## config.mk

```make
export PLATFORM = sky130hd
export DESIGN_NAME = seg_addr_gen
export DESIGN_NICKNAME = d
export VERILOG_FILES = /design/src/rtl/seg_addr_pkg.sv /design/src/rtl/seg_bank.sv /design/src/rtl/seg_pick.sv /design/src/rtl/seg_sum.sv /design/src/rtl/seg_addr_gen.sv
export SDC_FILE = /design/constraint.sdc
export NUM_CORES = 1
export LEC_CHECK = 0
export BUFFER_PORTS_ARGS = -buffer_cell sky130_fd_sc_hd__buf_2
export CORE_AREA = 2 2 100 102
export DETAILED_ROUTE_END_ITERATION = 16
export DIE_AREA = 0 0 102 104
export HOLD_SLACK_MARGIN = 0.05
export PLACE_DENSITY = 0.79
export REMOVE_ABC_BUFFERS = 1
export SYNTH_ARGS = -nofsm -noshare
export SYNTH_HDL_FRONTEND = slang
export SYNTH_HIERARCHICAL = 1
export SYNTH_SLANG_ARGS = --single-unit
```

## constraint.sdc

```tcl
create_clock -name clk -period 3.4 [get_ports clk]
set_clock_uncertainty 0.05 [all_clocks]
set_input_delay 0.85 -clock clk [delete_from_list [all_inputs] [get_ports clk]]
set_output_delay 0.85 -clock clk [all_outputs]
set_load 0.03 [all_outputs]
```

## src/rtl/seg_addr_pkg.sv

```systemverilog
package seg_addr_pkg;

    localparam int SEG_W    = 16;
    localparam int OFF_W    = 16;
    localparam int SHIFT_W  = 4;
    localparam int NUM_SEG  = 4;
    localparam int SEL_W    = $clog2(NUM_SEG);
    localparam int ROLE_W   = 3;
    localparam int BASE_W   = SEG_W + SHIFT_W;
    localparam int ADDR_W   = ((BASE_W > OFF_W) ? BASE_W : OFF_W) + 1;

    typedef enum logic [SEL_W-1:0] {
        SEG_CODE  = 2'd0,
        SEG_DATA  = 2'd1,
        SEG_EXTRA = 2'd2,
        SEG_STACK = 2'd3
    } seg_id_e;

    typedef enum logic [ROLE_W-1:0] {
        ROLE_IP     = 3'd0,
        ROLE_SP     = 3'd1,
        ROLE_BP     = 3'd2,
        ROLE_BASE   = 3'd3,
        ROLE_SRC    = 3'd4,
        ROLE_DSTSTR = 3'd5,
        ROLE_DIRECT = 3'd6,
        ROLE_SPARE  = 3'd7
    } role_e;

    typedef struct packed {
        logic              vld;
        logic [ADDR_W-1:0] addr;
        logic              above;
        logic [SEL_W-1:0]  seg;
    } out_state_t;

endpackage

```

## src/rtl/seg_bank.sv

```systemverilog
module seg_bank
    import seg_addr_pkg::*;
#(
    parameter int N = NUM_SEG,
    parameter int W = SEG_W,
    localparam int SW = $clog2(N)
) (
    input  logic          clk,
    input  logic          rst_n,
    input  logic          wr_en,
    input  logic [SW-1:0] wr_sel,
    input  logic [W-1:0]  wr_data,
    input  logic [SW-1:0] rd_sel,
    output logic [W-1:0]  rd_data
);

    logic [W-1:0] bank_q [N];

    for (genvar g = 0; g < N; g++) begin : g_reg
        logic [W-1:0] val_d;
        always_comb begin
            val_d = bank_q[g];
            if (wr_en && (wr_sel == SW'(g))) begin
                val_d = wr_data;
            end
        end
        always_ff @(posedge clk or negedge rst_n) begin
            if (!rst_n) begin
                bank_q[g] <= '0;
            end else begin
                bank_q[g] <= val_d;
            end
        end

        AST_WRITE_LANDS: assert property (@(posedge clk) disable iff (!rst_n)
            $past(rst_n) && $past(wr_en) && ($past(wr_sel) == SW'(g))
            |-> bank_q[g] == $past(wr_data));
    end

    assign rd_data = bank_q[rd_sel];

endmodule

```

## src/rtl/seg_pick.sv

```systemverilog
module seg_pick
    import seg_addr_pkg::*;
(
    input  logic [ROLE_W-1:0] role,
    input  logic              ovr_valid,
    input  logic [SEL_W-1:0]  ovr_sel,
    output logic [SEL_W-1:0]  sel
);

    logic [SEL_W-1:0] dflt;

    always_comb begin
        unique case (role_e'(role))
            ROLE_IP:             dflt = SEG_CODE;
            ROLE_SP, ROLE_BP:    dflt = SEG_STACK;
            ROLE_DSTSTR:         dflt = SEG_EXTRA;
            default:             dflt = SEG_DATA;
        endcase
        sel = ovr_valid ? ovr_sel : dflt;
    end

endmodule

```

## src/rtl/seg_sum.sv

```systemverilog
module seg_sum
    import seg_addr_pkg::*;
(
    input  logic [SEG_W-1:0]  seg,
    input  logic [OFF_W-1:0]  off,
    input  logic              keep_top,
    output logic [ADDR_W-1:0] addr,
    output logic              top_raw
);

    logic [ADDR_W-1:0] base;
    logic [ADDR_W-1:0] raw;

    always_comb begin
        base    = ADDR_W'({seg, {SHIFT_W{1'b0}}});
        raw     = base + ADDR_W'(off);
        top_raw = raw[ADDR_W-1];
        addr    = {raw[ADDR_W-1] & keep_top, raw[ADDR_W-2:0]};
    end

endmodule

```

## src/rtl/seg_addr_gen.sv

```systemverilog
module seg_addr_gen
    import seg_addr_pkg::*;
(
    input  logic              clk,
    input  logic              rst_n,
    input  logic              seg_wr_en,
    input  logic [1:0]        seg_wr_sel,
    input  logic [15:0]       seg_wr_data,
    input  logic              req_valid,
    input  logic [2:0]        req_role,
    input  logic [15:0]       req_offset,
    input  logic              ovr_valid,
    input  logic [1:0]        ovr_sel,
    input  logic              hma_en,
    output logic              out_valid,
    output logic [20:0]       phys_addr,
    output logic              above_1m,
    output logic [1:0]        seg_used
);

    logic [SEL_W-1:0]  pick_sel;
    logic [SEG_W-1:0]  seg_val;
    logic [ADDR_W-1:0] sum_addr;
    logic              sum_top;
    out_state_t        st_d, st_q;

    seg_pick u_pick (
        .role      (req_role),
        .ovr_valid (ovr_valid),
        .ovr_sel   (ovr_sel),
        .sel       (pick_sel)
    );

    seg_bank #(.N(NUM_SEG), .W(SEG_W)) u_bank (
        .clk     (clk),
        .rst_n   (rst_n),
        .wr_en   (seg_wr_en),
        .wr_sel  (seg_wr_sel),
        .wr_data (seg_wr_data),
        .rd_sel  (pick_sel),
        .rd_data (seg_val)
    );

    seg_sum u_sum (
        .seg      (seg_val),
        .off      (req_offset),
        .keep_top (hma_en),
        .addr     (sum_addr),
        .top_raw  (sum_top)
    );

    always_comb begin
        st_d     = st_q;
        st_d.vld = req_valid;
        if (req_valid) begin
            st_d.addr  = sum_addr;
            st_d.above = sum_top;
            st_d.seg   = pick_sel;
        end
    end

    always_ff @(posedge clk or negedge rst_n) begin
        if (!rst_n) begin
            st_q <= '0;
        end else begin
            st_q <= st_d;
        end
    end

    assign out_valid = st_q.vld;
    assign phys_addr = st_q.addr;
    assign above_1m  = st_q.above;
    assign seg_used  = st_q.seg;

    AST_VALID_AFTER_REQ: assert property (@(posedge clk) disable iff (!rst_n)
        out_valid |-> $past(req_valid));
    AST_REQ_GIVES_VALID: assert property (@(posedge clk) disable iff (!rst_n)
        $past(rst_n) && $past(req_valid) |-> out_valid);
    AST_TOP_BIT_GATED: assert property (@(posedge clk) disable iff (!rst_n)
        out_valid && phys_addr[ADDR_W-1] |-> $past(hma_en) && above_1m);
    AST_HOLD_IDLE: assert property (@(posedge clk) disable iff (!rst_n)
        $past(rst_n) && !$past(req_valid) |-> $stable(phys_addr) && $stable(above_1m));
    AST_OVR_WINS: assert property (@(posedge clk) disable iff (!rst_n)
        req_valid && ovr_valid |=> seg_used == $past(ovr_sel));
    AST_IP_CODE: assert property (@(posedge clk) disable iff (!rst_n)
        req_valid && !ovr_valid && (req_role == 3'd0) |=> seg_used == 2'd0);
    AST_STR_EXTRA: assert property (@(posedge clk) disable iff (!rst_n)
        req_valid && !ovr_valid && (req_role == 3'd5) |=> seg_used == 2'd2);

endmodule

```

==> results of run 1 <==
worst paths after layout:
check | end | slack [ns] | cells past startpoint
max reg2reg | phys_addr[18] | 0.47 | 9
min | phys_addr[16] | 0.43 | 1
max | phys_addr[18] | -0.11 | 12
min in group clk | u_bank/bank_q[8] | 0.46 | 1
min reg2reg | u_bank/bank_q[8] | 0.46 | 1
max in group asynchronous | u_bank/bank_q[0] | 2.23 | 2
cell type report:
class                   count  share of cell area (%)
multi-input cells         215                    42.1
diodes                      1                  0.0423
repair buffers            124                    14.0
well taps                 133                    2.81
flip-flops and latches     89                    37.7
inverters                   4                   0.254
clock buffers               9                    2.10
clock inverters             7                    1.02
timing repair:
item	4_1_cts	5_1_grt
setup buffers	2	3
resized for setup	26	16
hold endpoints to repair	0	0
pin swaps	10	6
endpoints found under the setup margin	11	11
power breakdown:
group	leakage, nW	switching (mW)	internal [mW]
registers	1.05	0.124	1.31
logic	1.51	0.811	0.858
clock network	0.0961	0.419	0.278
Yosys cell counts (all sizes together), types with 4 or more instances:
cell type,count,share of area [%]
a21o,5,0.80
a21oi,13,1.5
buf,14,2.7
dfrtp,89,48
ha,12,3.2
inv,4,0.32
mux2,88,23
mux4,16,7.7
nand2,11,0.88
nand3,7,0.86
nor2,6,0.48
nor3b,5,1.2
o21ai,5,0.54
xnor2,8,1.5
metrics by stage:
stage | area, sq um | hold slack [ns] | TNS (ns) | power, mW | utilization, %
global placement | 5450 | 0.432 | -5.77 | 2.89 | 57.0
finish | 5910 | 0.426 | -0.512 | 3.80 | 61.9
floorplan | 4520 | 0.424 | -21.48 | 2.43 | -
detailed placement | 5450 | 0.437 | -7.02 | 2.95 | 57.0
global route | 5910 | 0.467 | -1.33 | 3.99 | 61.9
CTS | 5800 | 0.431 | -0.222 | 3.73 | 60.8
registers in the layout, indices dropped and copies added, names as in the netlist:
register	flops
above_1m	1
out_valid	1
phys_addr	21
seg_used	2
u_bank/bank_q	64
critical path: cells and delay by family:
kind,cells,cell delay (ns)
AO/OA/AOI/OAI,4,0.93
XOR/XNOR,1,0.14
adder cells (fa/ha/maj),1,0.28
buffers and inverters,3,0.38
multiplexers,2,0.81
AND/OR/NAND/NOR,1,0.33
layer usage:
metal	GRT usage, %	vias to the layer above	share of wire, %
li1	-	1455	-
met1	23.7	1569	43
met2	31.9	71	50
met3	4.44	18	4.5
met4	8.86	2	2.2
met5	0	-	0.15
cell usage in the layout (no fill, tap or decap), types with 2 or more instances in the layout:
| cell | n |
|---|---|
| a2111oi_2 | 2 |
| a211oi_2 | 2 |
| a21o_1 | 5 |
| a21oi_1 | 8 |
| a21oi_2 | 4 |
| a311o_1 | 2 |
| and2_4 | 2 |
| buf_12 | 3 |
| buf_2 | 66 |
| buf_4 | 50 |
| buf_6 | 4 |
| clkbuf_8 | 9 |
| clkinv_4 | 3 |
| dfrtp_1 | 89 |
| ha_1 | 4 |
| ha_4 | 8 |
| inv_1 | 4 |
| inv_6 | 2 |
| mux2_2 | 68 |
| mux2_4 | 20 |
| mux4_2 | 16 |
| nand2_1 | 11 |
| nand3_1 | 6 |
| nand3b_2 | 2 |
| nor2_1 | 6 |
| nor2b_1 | 2 |
| nor3_1 | 2 |
| nor3b_1 | 3 |
| o211ai_1 | 2 |
| o21a_1 | 3 |
| o21ai_2 | 4 |
| o31a_1 | 2 |
| xnor2_1 | 7 |
| xor2_1 | 2 |
cell families after synthesis:
group                    synth area share, %
AND/OR/NAND/NOR                         5.90
buffers and inverters                   3.51
multiplexers                            30.6
XOR/XNOR                                1.88
AO/OA/AOI/OAI                           6.76
flip-flops                              47.7
adder cells (fa/ha/maj)                 3.65
==> run summary, run 1 <==
Row Count = 36
Crit path capture type = flip-flop
Number of synthesized flops with an enable pin = 0
Critical path cell sequence = buf_8 > xnor2_4 > a21oi_4 > buf_6 > buf_12 > mux4_2 > ha_4 > a21o_1 > a221oi_4 > o211ai_1 > or3_1 > mux2_2
Place WS = -0.678 ns
CP peak stage delay = 0.54 ns
Final setup fails = 6
Register area share after synthesis = 47.7%
Footprint of the multi-input gates = 2490 sq um
Min cycle time layout = 3.51 ns
Global-route wire length before repair = 15800 um
Status = complete, but fails checks
Clk_lat worst skew = 0.38 ns
Hold buffer count at CTS = 0
Clock Sinks = 89
Cts bufs inserted = 9
Clock Path Buffers = 2
Synth cell types = 52
DRT Wirelength = 10100 um
Worst-path fanout max = 6
GPL Wtd Cong = 0.898
Synthesized instance count = 325
Final worst-path cycle share = 103%
Core area = 9550 sq um
Setup ws final = -0.115 ns
Final Non-Filler Cells = 582
Max-cap violation count = 0
Wirelength per Cell = 17.4 um
Setup CP Type = in -> reg
Vias per cell = 5.35
Violated checks = negative setup slack
HPWL Detailed = 6980 um
Synth Register Bits = 89
Sequential cell area = 2230 sq um
Share of layout cells above drive strength 1 = 62.3%
Drt pass-1 iters = 4
Hold/Removal Path Class = in -> async
GR Overflow Total = 0
Root buffer cell = clkbuf_8
Die area = 10600 sq um
Number of global-route vias before repair = 3318
# IOs = 70
1st-iter DRT viols = 106
CP Data Required Time = 3.62 ns
Drt drc = 0
Die W = 102 um
Die height = 104 um
Antenna violations before repair = 2
Clock slew at reported path FFs = 0.10 ns
Pins over their slew limit = 0
Worst R2R Start = u_bank/bank_q[0]
Ys async rst share = 100%
Placed cells = 560
CP startpoint kind = primary input
RSZ-0062 raised after global routing = true
H-tree depth = 3
Power Density = 642 nW/um^2
Area Overhead vs Synth = 26.7%
Worst relative slew slack = 48.9%
LEAKAGE = 2.66 nW
Ys Warns = 6
Slew @ Worst Pin = 0.766 ns
Maximum clock frequency = 0.285 GHz
Crit path launch = req_role[0]
Initial Util = 48.9%
GRT Overall Usage = 19.3%
I/O Buffers = 69
Syn_area_per_cell = 14.4 sq um
Filler instances = 710
Peak VDD IR = 0.000263 V
Synthesized area = 4670 sq um
Critical path's slowest cell = mux4_2
DR vias = 3115
Largest net degree at the start of global routing = 47
CTS tree = yes
Routed Antenna Nets = 0
Fin nets = 501
Top FF cell, synth = dfrtp_1
Fin. Hold Viols = 0
CP Data Arrival Time = 3.73 ns
(Power assumes the default switching activity.)
==> run 2: changes to the inputs <==
--- a/config.mk
+++ b/config.mk
@@ -6,9 +6,9 @@
 export NUM_CORES = 1
 export LEC_CHECK = 0
 export BUFFER_PORTS_ARGS = -buffer_cell sky130_fd_sc_hd__buf_2
-export CORE_AREA = 2 2 100 102
+export CORE_AREA = 2 2 140 74
 export DETAILED_ROUTE_END_ITERATION = 16
-export DIE_AREA = 0 0 102 104
+export DIE_AREA = 0 0 142 76
 export HOLD_SLACK_MARGIN = 0.05
 export PLACE_DENSITY = 0.79
 export REMOVE_ABC_BUFFERS = 1
==> run 2 against run 1 <==
- the flow still finishes with violations (negative setup slack)
- sequential power about the same
- critical path type unchanged
- global-route usage rose by 2.2 points
- count of clock-buffer cells in the layout rose by 1
- non-clock buffer count shrank 5
- wire length increased by 6.3%
- clock power rose by 32%
- via count rose by 1.3%
- first-iteration DRC count rose by 18%
- critical path depth is 1 higher
- register-to-register slack gained 0.06 ns
- worst hold slack gained 0.026 ns
==> run summary, run 2 (same netlist as run 1, synthesis figures left out) <==
Commonest non-fill, non-tap cell in the layout = dfrtp_1
Min Hold Slack = 0.452 ns (+0.0255 ns)
Cts bufs inserted = 9 (unchanged)
Power Density = 683 nW/um^2 (+6.4%)
Int Pwr = 2.68 mW (+9.6%)
Clk pwr share = 22.7% (+4.3 points)
CP peak stage delay = 0.55 ns (about the same)
Worst relative slew slack = 26.2% (-23 points)
Family with the most delay on the worst path = compound AO/OA/AOI/OAI gates
Slew @ Worst Pin = 1.11 ns (+0.340 ns)
Clock Sinks = 89 (unchanged)
Die W = 142 um (+39%)
Largest net degree at the start of global routing = 90 (+91%)
Area Overhead vs Synth = 27.4%
Hold buffer count at CTS = 0 (unchanged)
Overall power = 4.06 mW (+7.0%)
1st-iter DRT viols = 125 (+18%)
Die area = 10800 sq um (+1.7%)
H-tree depth = 3 (unchanged)
Clock slew at reported path FFs = 0.07 ns (-0.03 ns)
RSZ-0062 raised after global routing = true
Placed inst area = 5340 sq um (-2.0%)
CP startpoint kind = primary input
Gate power share = 41.8% (-2.2 points)
HPWL Detailed = 7380 um (+5.8%)
CP bufs+invs = 2 (-1)
Net switching power = 1.39 mW (+2.3%)
Worst r2r path cells = 9 (unchanged)
Flop pwr share = 35.5% (-2.2 points)
DRT Wirelength = 10800 um (+6.3%)
Fin area = 5940 sq um (+0.53%)
Cell repeated most along the worst path = a21oi_2
Critical path's slowest cell = mux4_2
Filler instances = 777 (+9.4%)
Core area = 9730 sq um (+1.9%)
GR Overflow Total = 0 (unchanged)
Peak VDD IR = 0.000304 V (+15%)
Clock Path Buffers = 2 (unchanged)
Min cycle time layout = 3.56 ns (+0.0460 ns)
Final worst-path cycle share = 105% (+1.4 points)
Hold/Removal Path Class = reg -> reg
Fin nets = 496 (-1.0%)
Drt pass-1 iters = 4 (unchanged)
Max-cap violation count = 0 (unchanged)
Critical path cell sequence = buf_8 > xnor2_4 > a21oi_2 > buf_6 > mux4_2 > ha_4 > fa_2 > a21o_4 > a2111o_1 > a31o_1 > a21oi_2 > xnor2_1 > mux2_4
Antenna violations before repair = 0 (-2)
CP Data Arrival Time = 3.74 ns (about the same)
Worst-path fanout max = 4 (-2)
Initial Util = 48.0% (-0.89 points)
Most frequent cells in the layout = dfrtp_1, mux2_2, buf_2
Reg with most FFs = u_bank/bank_q
Max reg flops = 64 (unchanged)
CTS tree = yes
Share of layout cells above drive strength 1 = 61.4% (-0.88 points)
Status = complete, but fails checks
GRT Overall Usage = 21.4% (+2.2 points)
WP depth = 13 (+1)
Fin. Hold Viols = 0 (unchanged)
I/O Buffers = 69 (unchanged)
Crit path capture type = flip-flop
WHS Path Cells = 1
Setup CP Type = in -> reg
Die height = 76 um (-27%)
Root buffer cell = clkbuf_16
Clk_lat worst skew = 0.34 ns (-0.04 ns)
Vias per cell = 5.55 (+3.7%)
Drt drc = 0 (unchanged)
Global-route wire length before repair = 17700 um (+12%)
Routed Antenna Nets = 0 (unchanged)
Number of global-route vias before repair = 3466 (+4.5%)
Final setup fails = 11 (+5)
Maximum clock frequency = 0.281 GHz (-1.3%)
Row Count = 26 (-28%)
Pins over their slew limit = 0 (unchanged)
Setup ws final = -0.161 ns (-0.0460 ns)
CP Data Required Time = 3.58 ns (-0.04 ns)
Violated checks = negative setup slack
Antenna diodes = 0 (-1)
Switching part of the total = 34.1% (-1.5 points)
# IOs = 70 (unchanged)
GPL Wtd Cong = 0.818 (-8.9%)
LEAKAGE = 2.64 nW (-0.53%)
DR vias = 3157 (+1.3%)
Wirelength per Cell = 18.9 um (+8.7%)
## run 2: area by class of cell
type	count	area (sq um)	area share (%)
clock buffer	10	229	3.85
multi-input combinational	215	2510	42.2
inverter	4	15.0	0.253
tap	126	158	2.65
sequential	89	2230	37.5
clock inverter	6	45.0	0.758
timing repair buffer	119	762	12.8
## run 2: per-layer routing
| layer | share of wire [%] | track usage (%) | vias to the layer above |
|---|---|---|---|
| met5 | 0 | 0 | - |
| met2 | 47 | 35.1 | 76 |
| met4 | 1.4 | 5.90 | 0 |
| met3 | 4.5 | 5.91 | 16 |
| met1 | 47 | 28.3 | 1615 |
| li1 | - | - | 1450 |
## run 2: path summary, 6_finish.rpt
kind                                      end               from  slack, ns
worst max-delay path            phys_addr[14]        req_role[0]      -0.16
worst max register to register  phys_addr[14]  u_bank/bank_q[32]       0.53
worst min-delay path             phys_addr[2]       phys_addr[2]       0.45
max in group asynchronous       phys_addr[13]              rst_n       1.93
worst min register to register   phys_addr[2]       phys_addr[2]       0.45
min in group asynchronous         seg_used[1]              rst_n       0.66
## run 2: worst reg2reg max path: cells and delay by family, from the launching register on
| kind | cells | cell delay (ns) |
|---|---|---|
| mux | 2 | 0.77 |
| flops | 1 | 0.39 |
| compound gates | 4 | 0.92 |
| fa+ha+maj | 2 | 0.56 |
| xor+xnor | 1 | 0.08 |
## run 2: power groups by stage
| stage | clock, mW | sequential, mW | combinational, mW |
|---|---|---|---|
| 3_3_place_gp | 0 | 1.44 | 1.46 |
| 6_report | 0.923 | 1.44 | 1.70 |
| 3_5_place_dp | 0 | 1.46 | 1.50 |
| 2_1_floorplan | 0 | 1.63 | 0.801 |
| 5_1_grt | 0.984 | 1.47 | 1.82 |
| 4_1_cts | 0.940 | 1.44 | 1.63 |
## run 2: metrics by stage
stage          worst slack (ns)  util [%]  TNS, ns  instances
4_1_cts                  -0.149      60.2   -0.511        568
5_1_grt                  -0.254      61.1    -1.68        569
6_report                 -0.161      61.1   -0.895        569
3_3_place_gp             -0.594      54.9    -6.25        545
2_1_floorplan             -1.65         -   -21.48        308
3_5_place_dp             -0.655      54.9    -6.91        545
## run 2: repair_timing
| action | CTS | global route |
|---|---|---|
| buffers inserted | 6 | 1 |
| gates cloned | 1 | 0 |
| pin swaps | 16 | 11 |
| gates resized for setup | 33 | 13 |
| endpoints found under the setup margin | 12 | 12 |
